`src/rtl/ivc_pkg.sv`:
```
package ivc_pkg;
    localparam int NUM_CLASS = 3;
    localparam int CLS_MDM   = 0;
    localparam int CLS_RX    = 1;
    localparam int CLS_TX    = 2;

    localparam int DW        = 8;
    localparam int CB_RSTMDM = 0;
    localparam int CB_EN_MDM = 1;
    localparam int CB_EN_RX  = 2;
    localparam int CB_EN_TX  = 3;
    localparam int CB_VALID  = 7;
    localparam logic [DW-1:0] CMD_MASK = 8'h8F;

    typedef enum logic {VEC_IDLE, VEC_POSTED} vec_state_e;
    typedef enum logic {CMD_IDLE, CMD_PEND}   cmd_state_e;
endpackage

```
`src/rtl/ivc_vec_class.sv`:
```
module ivc_vec_class
    import ivc_pkg::*;
#(
    parameter int NCH = 8,
    localparam int CHW = $clog2(NCH)
) (
    input  logic           clk,
    input  logic           rst_n,
    input  logic [NCH-1:0] req_set,
    input  logic [NCH-1:0] ext_clr,
    input  logic [NCH-1:0] en,
    input  logic           pend_clr,
    output logic           posted,
    output logic [CHW-1:0] chan
);
    vec_state_e     st_q, st_d;
    logic [NCH-1:0] req_q, cand, drop;
    logic [CHW-1:0] pick;
    logic           any;

    // lowest-numbered enabled requester
    always_comb begin
        cand = req_q & en;
        any  = |cand;
        pick = '0;
        for (int i = NCH - 1; i >= 0; i--) begin
            if (cand[i]) pick = CHW'(i);
        end
    end

    always_comb begin
        st_d = st_q;
        drop = '0;
        unique case (st_q)
            VEC_IDLE:   if (any) st_d = VEC_POSTED;
            VEC_POSTED: if (pend_clr) begin
                st_d       = VEC_IDLE;
                drop[chan] = 1'b1;
            end
        endcase
    end

    always_ff @(posedge clk) begin
        if (!rst_n) st_q <= VEC_IDLE;
        else        st_q <= st_d;
    end

    always_ff @(posedge clk) begin
        if (!rst_n) begin
            req_q <= '0;
            chan  <= '0;
        end else begin
            req_q <= (req_q & ~drop & ~ext_clr) | req_set;
            if (st_q == VEC_IDLE && any)
                chan <= pick;
            else if (st_q == VEC_POSTED && pend_clr)
                chan <= '0;
        end
    end

    assign posted = (st_q == VEC_POSTED);
endmodule

```
`src/rtl/ivc_chan_cmd.sv`:
```
module ivc_chan_cmd
    import ivc_pkg::*;
(
    input  logic          clk,
    input  logic          rst_n,
    input  logic          cmd_wr,
    input  logic          newcmd_wr,
    input  logic [DW-1:0] wdata,
    output logic [DW-1:0] cmd_q,
    output logic [DW-1:0] cnt_q,
    output logic          busy,
    output logic          go,
    output logic          mdm_clr,
    output logic [NUM_CLASS-1:0] en
);
    cmd_state_e st_q, st_d;

    always_comb begin
        st_d = st_q;
        unique case (st_q)
            CMD_IDLE: if (newcmd_wr) st_d = CMD_PEND;
            CMD_PEND: st_d = newcmd_wr ? CMD_PEND : CMD_IDLE;
        endcase
    end

    always_ff @(posedge clk) begin
        if (!rst_n) st_q <= CMD_IDLE;
        else        st_q <= st_d;
    end

    always_ff @(posedge clk) begin
        if (!rst_n) begin
            cmd_q <= '0;
            cnt_q <= '0;
        end else begin
            if (st_q == CMD_PEND) begin
                cmd_q[CB_RSTMDM] <= 1'b0;
                cmd_q[CB_VALID]  <= 1'b0;
            end
            if (cmd_wr)    cmd_q <= wdata & CMD_MASK;
            if (newcmd_wr) cnt_q <= cnt_q + 1'b1;
        end
    end

    assign busy    = (st_q == CMD_PEND);
    assign go      = busy;
    assign mdm_clr = busy & cmd_q[CB_VALID] & cmd_q[CB_RSTMDM];
    assign en[CLS_MDM] = cmd_q[CB_EN_MDM];
    assign en[CLS_RX]  = cmd_q[CB_EN_RX];
    assign en[CLS_TX]  = cmd_q[CB_EN_TX];
endmodule

```
`src/rtl/irq_vector_cmd.sv`:
```
module irq_vector_cmd
    import ivc_pkg::*;
#(
    parameter int NCH = 8,
    parameter int AW  = 6
) (
    input  logic           clk,
    input  logic           rst_n,
    input  logic [AW-1:0]  host_addr,
    input  logic           host_wr,
    input  logic           host_rd,
    input  logic [DW-1:0]  host_wdata,
    output logic [DW-1:0]  host_rdata,
    output logic           host_rd_vld,
    input  logic [NCH-1:0] mdm_req,
    input  logic [NCH-1:0] rx_req,
    input  logic [NCH-1:0] tx_req,
    output logic [NCH-1:0] cmd_go,
    output logic [NCH-1:0] cmd_busy,
    output logic           irq
);
    localparam int CHW      = $clog2(NCH);
    localparam int STRIDE   = CHW + 1;
    localparam int CMD_BASE = 16;
    localparam int NEW_BASE = CMD_BASE + NCH;

    logic [DW-1:0]        cmd_reg [NCH];
    logic [DW-1:0]        cnt     [NCH];
    logic [NUM_CLASS-1:0] ch_en   [NCH];
    logic [NCH-1:0]       mdm_clr;
    logic [NCH-1:0]       en_cls  [NUM_CLASS];
    logic [NCH-1:0]       set_cls [NUM_CLASS];
    logic [NCH-1:0]       clr_cls [NUM_CLASS];
    logic [CHW-1:0]       vchan   [NUM_CLASS];
    logic [NUM_CLASS-1:0] vpost, pend_clr;
    logic [DW-1:0]        rd_mux;

    for (genvar ch = 0; ch < NCH; ch++) begin : g_chan
        ivc_chan_cmd u_cmd (
            .clk       (clk),
            .rst_n     (rst_n),
            .cmd_wr    (host_wr && host_addr == AW'(CMD_BASE + ch)),
            .newcmd_wr (host_wr && host_addr == AW'(NEW_BASE + ch)),
            .wdata     (host_wdata),
            .cmd_q     (cmd_reg[ch]),
            .cnt_q     (cnt[ch]),
            .busy      (cmd_busy[ch]),
            .go        (cmd_go[ch]),
            .mdm_clr   (mdm_clr[ch]),
            .en        (ch_en[ch])
        );
    end

    always_comb begin
        for (int c = 0; c < NUM_CLASS; c++) begin
            for (int ch = 0; ch < NCH; ch++) en_cls[c][ch] = ch_en[ch][c];
            pend_clr[c] = host_wr && !host_wdata[0]
                          && host_addr == AW'(c * STRIDE + CHW);
        end
        set_cls[CLS_MDM] = mdm_req;
        set_cls[CLS_RX]  = rx_req;
        set_cls[CLS_TX]  = tx_req;
        clr_cls[CLS_MDM] = mdm_clr;
        clr_cls[CLS_RX]  = '0;
        clr_cls[CLS_TX]  = '0;
    end

    for (genvar c = 0; c < NUM_CLASS; c++) begin : g_cls
        ivc_vec_class #(.NCH(NCH)) u_vec (
            .clk      (clk),
            .rst_n    (rst_n),
            .req_set  (set_cls[c]),
            .ext_clr  (clr_cls[c]),
            .en       (en_cls[c]),
            .pend_clr (pend_clr[c]),
            .posted   (vpost[c]),
            .chan     (vchan[c])
        );
    end

    always_comb begin
        rd_mux = '0;
        for (int c = 0; c < NUM_CLASS; c++) begin
            for (int b = 0; b < CHW; b++) begin
                if (host_addr == AW'(c * STRIDE + b))
                    rd_mux = {{(DW-1){1'b0}}, vchan[c][b]};
            end
            if (host_addr == AW'(c * STRIDE + CHW))
                rd_mux = {{(DW-1){1'b0}}, vpost[c]};
        end
        for (int ch = 0; ch < NCH; ch++) begin
            if (host_addr == AW'(CMD_BASE + ch)) rd_mux = cmd_reg[ch];
            if (host_addr == AW'(NEW_BASE + ch)) rd_mux = cnt[ch];
        end
    end

    always_ff @(posedge clk) begin
        if (!rst_n) begin
            host_rdata  <= '0;
            host_rd_vld <= 1'b0;
        end else begin
            host_rd_vld <= host_rd;
            if (host_rd) host_rdata <= rd_mux;
        end
    end

    assign irq = |vpost;
endmodule

```
`config.mk`:
```
export PLATFORM = sky130hd
export DESIGN_NAME = irq_vector_cmd
export DESIGN_NICKNAME = d
export VERILOG_FILES = /design/src/rtl/ivc_pkg.sv /design/src/rtl/ivc_vec_class.sv /design/src/rtl/ivc_chan_cmd.sv /design/src/rtl/irq_vector_cmd.sv
export SDC_FILE = /design/constraint.sdc
export NUM_CORES = 1
export LEC_CHECK = 0
export BUFFER_PORTS_ARGS = -buffer_cell sky130_fd_sc_hd__buf_2
export CAP_MARGIN = 20
export CORE_ASPECT_RATIO = 0.9
export CORE_MARGIN = 2
export CORE_UTILIZATION = 25
export CTS_BUF_LIST = sky130_fd_sc_hd__clkbuf_4
export CTS_CLUSTER_DIAMETER = 30
export DETAILED_ROUTE_END_ITERATION = 10
export GPL_TIMING_DRIVEN = 0
export PLACE_DENSITY_LB_ADDON = 0.08
export SLEW_MARGIN = 20
export SYNTH_ARGS = -nofsm -noshare
export SYNTH_HDL_FRONTEND = slang
export SYNTH_SLANG_ARGS = --single-unit
export TNS_END_PERCENT = 1
```
`constraint.sdc`:
```
create_clock -name clk -period 1.9 [get_ports clk]
set_clock_uncertainty 0.05 [all_clocks]
set_input_delay 0.285 -clock clk [delete_from_list [all_inputs] [get_ports clk]]
set_output_delay 0.285 -clock clk [all_outputs]
set_load 0.02 [all_outputs]
```
**Word-level counts from Yosys, hierarchy flattened**

Cells that the tools add are included.

- RAM bits: 0
- ROM bits: 0
- Latch bits: 0
- Register bits after elaboration: 157
- Input port bits: 42
- Memories kept: 0
- Output and inout bits: 26
- Logic and storage cells: 266

- Bitwise gates (word level): 33
- Mux-type cells: 103
- Div/mod/pow operators: 0
- Equal/unequal tests: 27
- $add $sub $neg: 8
- Magnitude comparators: 6
- Reductions and logical operators: 46
- $mul: 0
- Shift operators: 0

Operators by type and width:

| kind | number |
|---|---|
| 2-to-1 mux 8 bit | 41 |
| equality test 6 x 5 -> 1 bit (second input constant) | 16 |
| 2-to-1 mux 3 bit | 30 |
| adder 8 x 1 -> 8 bit (second input constant) | 8 |
| bitwise AND 8 bit | 7 |
| NOT 8 bit | 4 |
| logical AND 1 bit | 29 |
| 2-to-1 mux 1 bit | 26 |
| equality test 6 x 3 -> 1 bit (second input constant) | 4 |
| equality test 6 x 4 -> 1 bit (second input constant) | 4 |
| bitwise OR 8 bit | 3 |
| OR reduction 8 bit | 3 |
| nonzero test 2 bit | 11 |
| bitwise AND 1 bit | 16 |
| equality test 6 x 2 -> 1 bit (second input constant) | 2 |
| less-than comparator 3 x 4 -> 1 bit (second input constant) | 3 |
| demux 1 bit (select 3 bit) | 3 |
| greater-or-equal comparator 3 x 1 -> 1 bit (second input constant) | 3 |
| equality test 6 x 1 -> 1 bit (second input constant) | 1 |
| zero test 6 bit | 1 |
| one-hot mux 1 bit (2 select lines) | 3 |
| NOT 1 bit | 3 |
| OR reduction 3 bit | 1 |
| zero test 1 bit | 1 |

**Longest topological paths before layout**

- Depth in word-level cells: 29
- Depth in mapped cells: 9
- Mapped depth without buffers: 6

**Cells and area by module**

A second synthesis with hierarchy kept.

- Cells, all modules: 1015
- Area total of the unflattened synthesis: 8932.3 um2

Modules (own cells, without submodules):

| module | seq. area each (um2) | area each (um2) | times used | cells an instance |
|---|---|---|---|---|
| ivc_chan_cmd | 280.3 | 643.1 | 8 | 66 |
| irq_vector_cmd | 180.2 | 1993.2 | 1 | 271 |
| ivc_vec_class | 240.2 | 598.1 | 3 | 72 |

**Least setup slack after synthesis**

Ideal clock, no wire load.

- Path type: input-to-reg
- Start point: input port host_addr[3]
- End point: register host_rdata[0]
- Stages on the path: 8
- Data required time: 1.725 ns
- Buffers on the path: 2
- Path slack: 0.093 ns
- Library setup time: 0.125 ns
- Arrival: 1.632 ns
- Cell sequence: buf_4 > buf_2 > or2_2 > a32oi_1 > nor4_1 > a2111o_1 > o21ai_1 > a21oi_1

- Longest elaborated chain between the ends: 29
- Elaborated cells between the ends (all ways): 56
- Those cells by class: 27 x eq/ne; 28 x mux; 1 x reduce/logical

Ends and longest elaborated chain:

| item | line | text |
|---|---|---|
| from (decl) | irq_vector_cmd.sv:9 | `input logic [AW-1:0] host_addr,` |
| zero test 6 bit | irq_vector_cmd.sv:85 | `if (host_addr == AW'(c * STRIDE + b))` |
| 2-to-1 mux 1 bit | irq_vector_cmd.sv:85 |  |
| 2-to-1 mux 8 bit (2 in series) | irq_vector_cmd.sv:85 |  |
| 2-to-1 mux 8 bit | irq_vector_cmd.sv:88 | `if (host_addr == AW'(c * STRIDE + CHW))` |
| 2-to-1 mux 8 bit (3 in series) | irq_vector_cmd.sv:85 |  |
| 2-to-1 mux 8 bit | irq_vector_cmd.sv:88 |  |
| 2-to-1 mux 8 bit (3 in series) | irq_vector_cmd.sv:85 |  |
| 2-to-1 mux 8 bit | irq_vector_cmd.sv:88 |  |
| (+8 left out) | n/a |  |
| 2-to-1 mux 8 bit | irq_vector_cmd.sv:92 | `if (host_addr == AW'(CMD_BASE + ch)) rd_mux = cmd_reg[ch];` |
| 2-to-1 mux 8 bit | irq_vector_cmd.sv:93 | `if (host_addr == AW'(NEW_BASE + ch)) rd_mux = cnt[ch];` |
| 2-to-1 mux 8 bit | irq_vector_cmd.sv:92 |  |
| 2-to-1 mux 8 bit | irq_vector_cmd.sv:93 |  |
| 2-to-1 mux 8 bit | irq_vector_cmd.sv:92 |  |
| 2-to-1 mux 8 bit | irq_vector_cmd.sv:93 |  |
| 2-to-1 mux 8 bit | irq_vector_cmd.sv:92 |  |
| 2-to-1 mux 8 bit (*) | irq_vector_cmd.sv:93 |  |
| to (signal assigned) | irq_vector_cmd.sv:103 | `if (host_rd) host_rdata <= rd_mux;` |
| to (decl) | irq_vector_cmd.sv:13 | `output logic [DW-1:0] host_rdata,` |

Every way passes the cells marked *; elsewhere a longest branch is shown, timed or not.
A chain may end at the register's enable or synchronous reset.

**Worst setup path after layout**

- Start point: input port host_addr[0]
- End point: register host_rdata[7]

- Longest elaborated chain between the ends: 27
- Elaborated cells between the ends (all ways): 52
- Those cells by class: 26 x eq/ne; 26 x mux

Ends and longest elaborated chain:

| item | line |
|---|---|
| equality test 6 x 2 -> 1 bit | irq_vector_cmd.sv:85 |
| 2-to-1 mux 8 bit | irq_vector_cmd.sv:85 |
| 2-to-1 mux 8 bit | irq_vector_cmd.sv:88 |
| 2-to-1 mux 8 bit (3 in series) | irq_vector_cmd.sv:85 |
| 2-to-1 mux 8 bit | irq_vector_cmd.sv:88 |
| 2-to-1 mux 8 bit (3 in series) | irq_vector_cmd.sv:85 |
| 2-to-1 mux 8 bit | irq_vector_cmd.sv:88 |
| 2-to-1 mux 8 bit | irq_vector_cmd.sv:92 |
| (+7 left out) | n/a |
| 2-to-1 mux 8 bit | irq_vector_cmd.sv:92 |
| 2-to-1 mux 8 bit | irq_vector_cmd.sv:93 |
| 2-to-1 mux 8 bit | irq_vector_cmd.sv:92 |
| 2-to-1 mux 8 bit | irq_vector_cmd.sv:93 |
| 2-to-1 mux 8 bit | irq_vector_cmd.sv:92 |
| 2-to-1 mux 8 bit | irq_vector_cmd.sv:93 |
| 2-to-1 mux 8 bit | irq_vector_cmd.sv:92 |
| 2-to-1 mux 8 bit (*) | irq_vector_cmd.sv:93 |

Marked as above.

==> qor.csv <==
metric,value,unit
Core ar.,33190,um^2
Root Driver,clkbuf_4,
Worst Hold Depth,3,
grt ovf,0,
Die Wd,198.1,um
Final Critical Period,2.020,ns
vias per cell,4.937,
Unique masters post-synth,75,
main combinational cell family by area after synthesis,simple AND/OR/NAND/NOR gates,
xor and xnor area share after synthesis,4.751,%
post-synthesis sequential area ratio,37.06,%
FF+latch area,3153,um^2
CP Launch Type,input port,
Final Power,6169,uW
Nets,1106,
fraction of post-synthesis cell area in the top cell type by area,37.06,%
row count,63,
HPWL after detailed placement,24.35,mm
DRC viols,0,
CTS Buffer Depth,2,
CTS tree,built,
Syn Nets,1004,
Clock Power Share,35.5,%
CP Max Fanout,10,
Ys Warns,0,
CTS H-tree lvls,4,
Tcrit/Tclk final,106.3,%
Tightest Pin Transition,1.022,ns
CP arrival,2.46,ns
Mean Syn Cell Area,8.890,um^2
Net Sw Frac,29.15,%
Tot GR Track Use,18.49,%
largest cells by area after synthesis,"dfxtp_1 (37%), and2_1 (4.1%), xnor2_1 (3.9%), nand2_1 (3.7%), a21boi_0 (3.2%)",
drt pass-1 iters,5,
status,"complete, but fails checks",
Post-Route WL,31.81,mm
largest net degree at the start of global routing,17,
Yosys top cell by area,dfxtp_1,
required time of the critical path,2.34,ns
crit path kind,input port to flop,
clk_lat worst skew,0.60,ns
top-level port count,68,
top_reg_cell synth,dfxtp_1,
post-route cell area,9946,um^2
relative slew slack,31.88,%
RSZ-0062 raised after global routing,true,
Fin. Hold Viols,0,
adder-cell share of the synthesized area,1.180,%
gp weighted congestion,0.8586,
synthesized cell area,8481,um^2
Reg2Reg Setup Slack,-0.08,ns
Final WS setup,-0.1204,ns
clock buffers created by TritonCTS,17,
violated checks,setup timing,
Internal,4370,uW
PD cells,620.2,nW/um^2
DRT iter0 DRCs,621,
simple-gate share of the synthesized area,27.19,%
Worst R2R Path Depth,6,
worst hold path class,input port to flop,
FMAX,495.0,MHz
"flops & latches, synth",157,
multi-input logic area,4861,um^2
Final Max Tran Viols,0,
Starting Density,25.56,%
total die area,35410,um^2
vias in the first global route,7148,
Port-buffer cells,57,
sequential power share,55.0,%
Clock Sinks,157,
Final setup viols,2,
Net Switching,1798,uW
Via Count,7529,
P_leak,0.003674,uW
peak supply drop,0.3775,mV
Vert. Die Dim,178.7,um
Critical Path Sink Type,flop,
MaxCap Viol Count,0,
mux share of post-synthesis cell area,4.795,%
Post-synth EDFFs,0,
Area Overhead vs Synth,17.28,%
"antenna viol nets, final",0,
Logic pwr share,9.5,%
synthesized instance count,954,
clock slew at reported path FFs,0.15,ns
wire per inst,20.86,um
Post-synth ARST share,0,%
Placed Area,9335,um^2
layout cells sized above 1,17.03,%
global-route wire length before repair,47.17,mm
compound-gate portion of the synthesized area,18.94,%
fillers,3610,
antenna violations before repair,2,
Hold Worst Slack,0.09996,ns
-- power by group through the flow --
stage	Sequential [uW]	Clock [uW]	Combinational, uW
final	3390	2190	589
after global routing	3400	2450	633
after CTS	3400	2300	580
after detailed placement	3470	0	539
after global placement	3470	0	540
after floorplan	3460	0	307
-- worst max-delay path, cell delays in order --
cell and delay [ns]:
buf_2 0.12, buf_6 0.15, nand4bb_1 0.09, clkbuf_1 0.47
nor2_1 0.22, a222oi_1 0.56, and3_1 0.23, a21oi_1 0.11
o21a_1 0.20
-- final timing paths --
| path | startpoint | end |
|---|---|---|
| max reg2reg | g_chan[0].u_cmd.cmd_q[7] | host_rdata[7] |
| max | host_addr[0] | host_rdata[7] |
| min reg2reg | g_chan[5].u_cmd.cnt_q[5] | g_chan[5].u_cmd.cnt_q[5] |
| min | host_wdata[2] | g_chan[3].u_cmd.cmd_q[2] |
-- synthesized netlist by cell type (all sizes together) (10+ instances only) --
| cell type | number |
|---|---|
| nor2 | 32 |
| nand4 | 28 |
| clkbuf | 34 |
| nor3 | 20 |
| inv | 16 |
| nand3 | 52 |
| nand2b | 10 |
| o21ai | 32 |
| a21boi | 45 |
| a22oi | 12 |
| a221oi | 10 |
| nand2 | 83 |
| nor2b | 42 |
| nand3b | 13 |
| and3 | 14 |
| or3 | 12 |
| mux2i | 26 |
| and2 | 57 |
| a21oi | 32 |
| buf | 45 |
| dfxtp | 157 |
| o21a | 31 |
| xnor2 | 38 |
-- per-layer routing --
layer | vias to the layer above | track usage [%] | part of all wire, %
met5 | - | 0 | 0
met2 | 190 | 27.21 | 42
li1 | 3635 | - | -
met4 | 0 | 3.509 | 0.73
met1 | 3690 | 28.10 | 52
met3 | 14 | 3.123 | 5.0
-- flip-flops by register name (all words and copies together), names as in the netlist --
register,flops
g_cls.u_vec.req_q,24
g_cls.u_vec.chan,9
g_chan.u_cmd.cmd_q,40
g_chan.u_cmd.busy,8
g_chan.u_cmd.cnt_q,64
g_cls.u_vec.posted,3
host_rd_vld,1
host_rdata,8
-- final cells by class --
| type | instances | share of cell area, % |
|---|---|---|
| timing repair buffer | 84 | 5.598 |
| tap | 455 | 5.724 |
| sequential | 157 | 31.70 |
| multi-input combinational | 702 | 48.87 |
| buffer | 78 | 4.567 |
| antenna | 1 | 0.02516 |
| clock inverter | 15 | 1.623 |
| clock buffer | 17 | 1.283 |
| inverter | 16 | 0.6038 |
-- metrics by stage --
step | setup TNS [ns] | cells | util (%) | setup WS [ns]
5_1_grt | -0.08192 | 1525 | 29.97 | -0.04165
2_1_floorplan | 0 | 954 | - | 0.09280
6_report | -0.1604 | 1525 | 29.97 | -0.1204
3_5_place_dp | -27.84 | 1466 | 28.13 | -0.7380
4_1_cts | -0.04749 | 1522 | 29.77 | -0.04749
3_3_place_gp | -30.11 | 1466 | 28.13 | -0.7722
-- what timing repair did --
| item | in CTS | in global routing |
|---|---|---|
| setup endpoints to repair | 3 | 9 |
| endpoints found under the hold margin | 26 | 0 |
| pin swaps | 0 | 3 |
| hold buffers | 25 | 0 |
| buffers inserted | 0 | 2 |
| gates resized for setup | 4 | 15 |
-- placed cells by master, fill, tap and decap left out, types with 9 or more instances in the layout --
cell / count
nor2b_1: 42
nand2b_1: 10
dlygate4sd3_1: 25
a21oi_1: 31
and3_1: 13
nor3_1: 15
clkbuf_1: 31
or3_1: 11
o21ai_0: 31
a22oi_1: 12
xnor2_1: 38
nand2_1: 83
and2_1: 56
buf_2: 66
inv_1: 16
nand3_1: 51
dfxtp_1: 153
a21boi_1: 9
a221oi_1: 10
buf_4: 31
nor2_1: 30
nand3b_1: 13
a21boi_0: 36
mux2i_1: 26
clkbuf_4: 17
nand4_1: 20
o21a_1: 31
-- logic make-up after synthesis --
kind of cell,Yosys count
simple gates,389
compound gates,225
flops,157
buf+inv,95
xor+xnor,46
mux,34
fa+ha+maj,8
(Power assumes the default switching activity.)
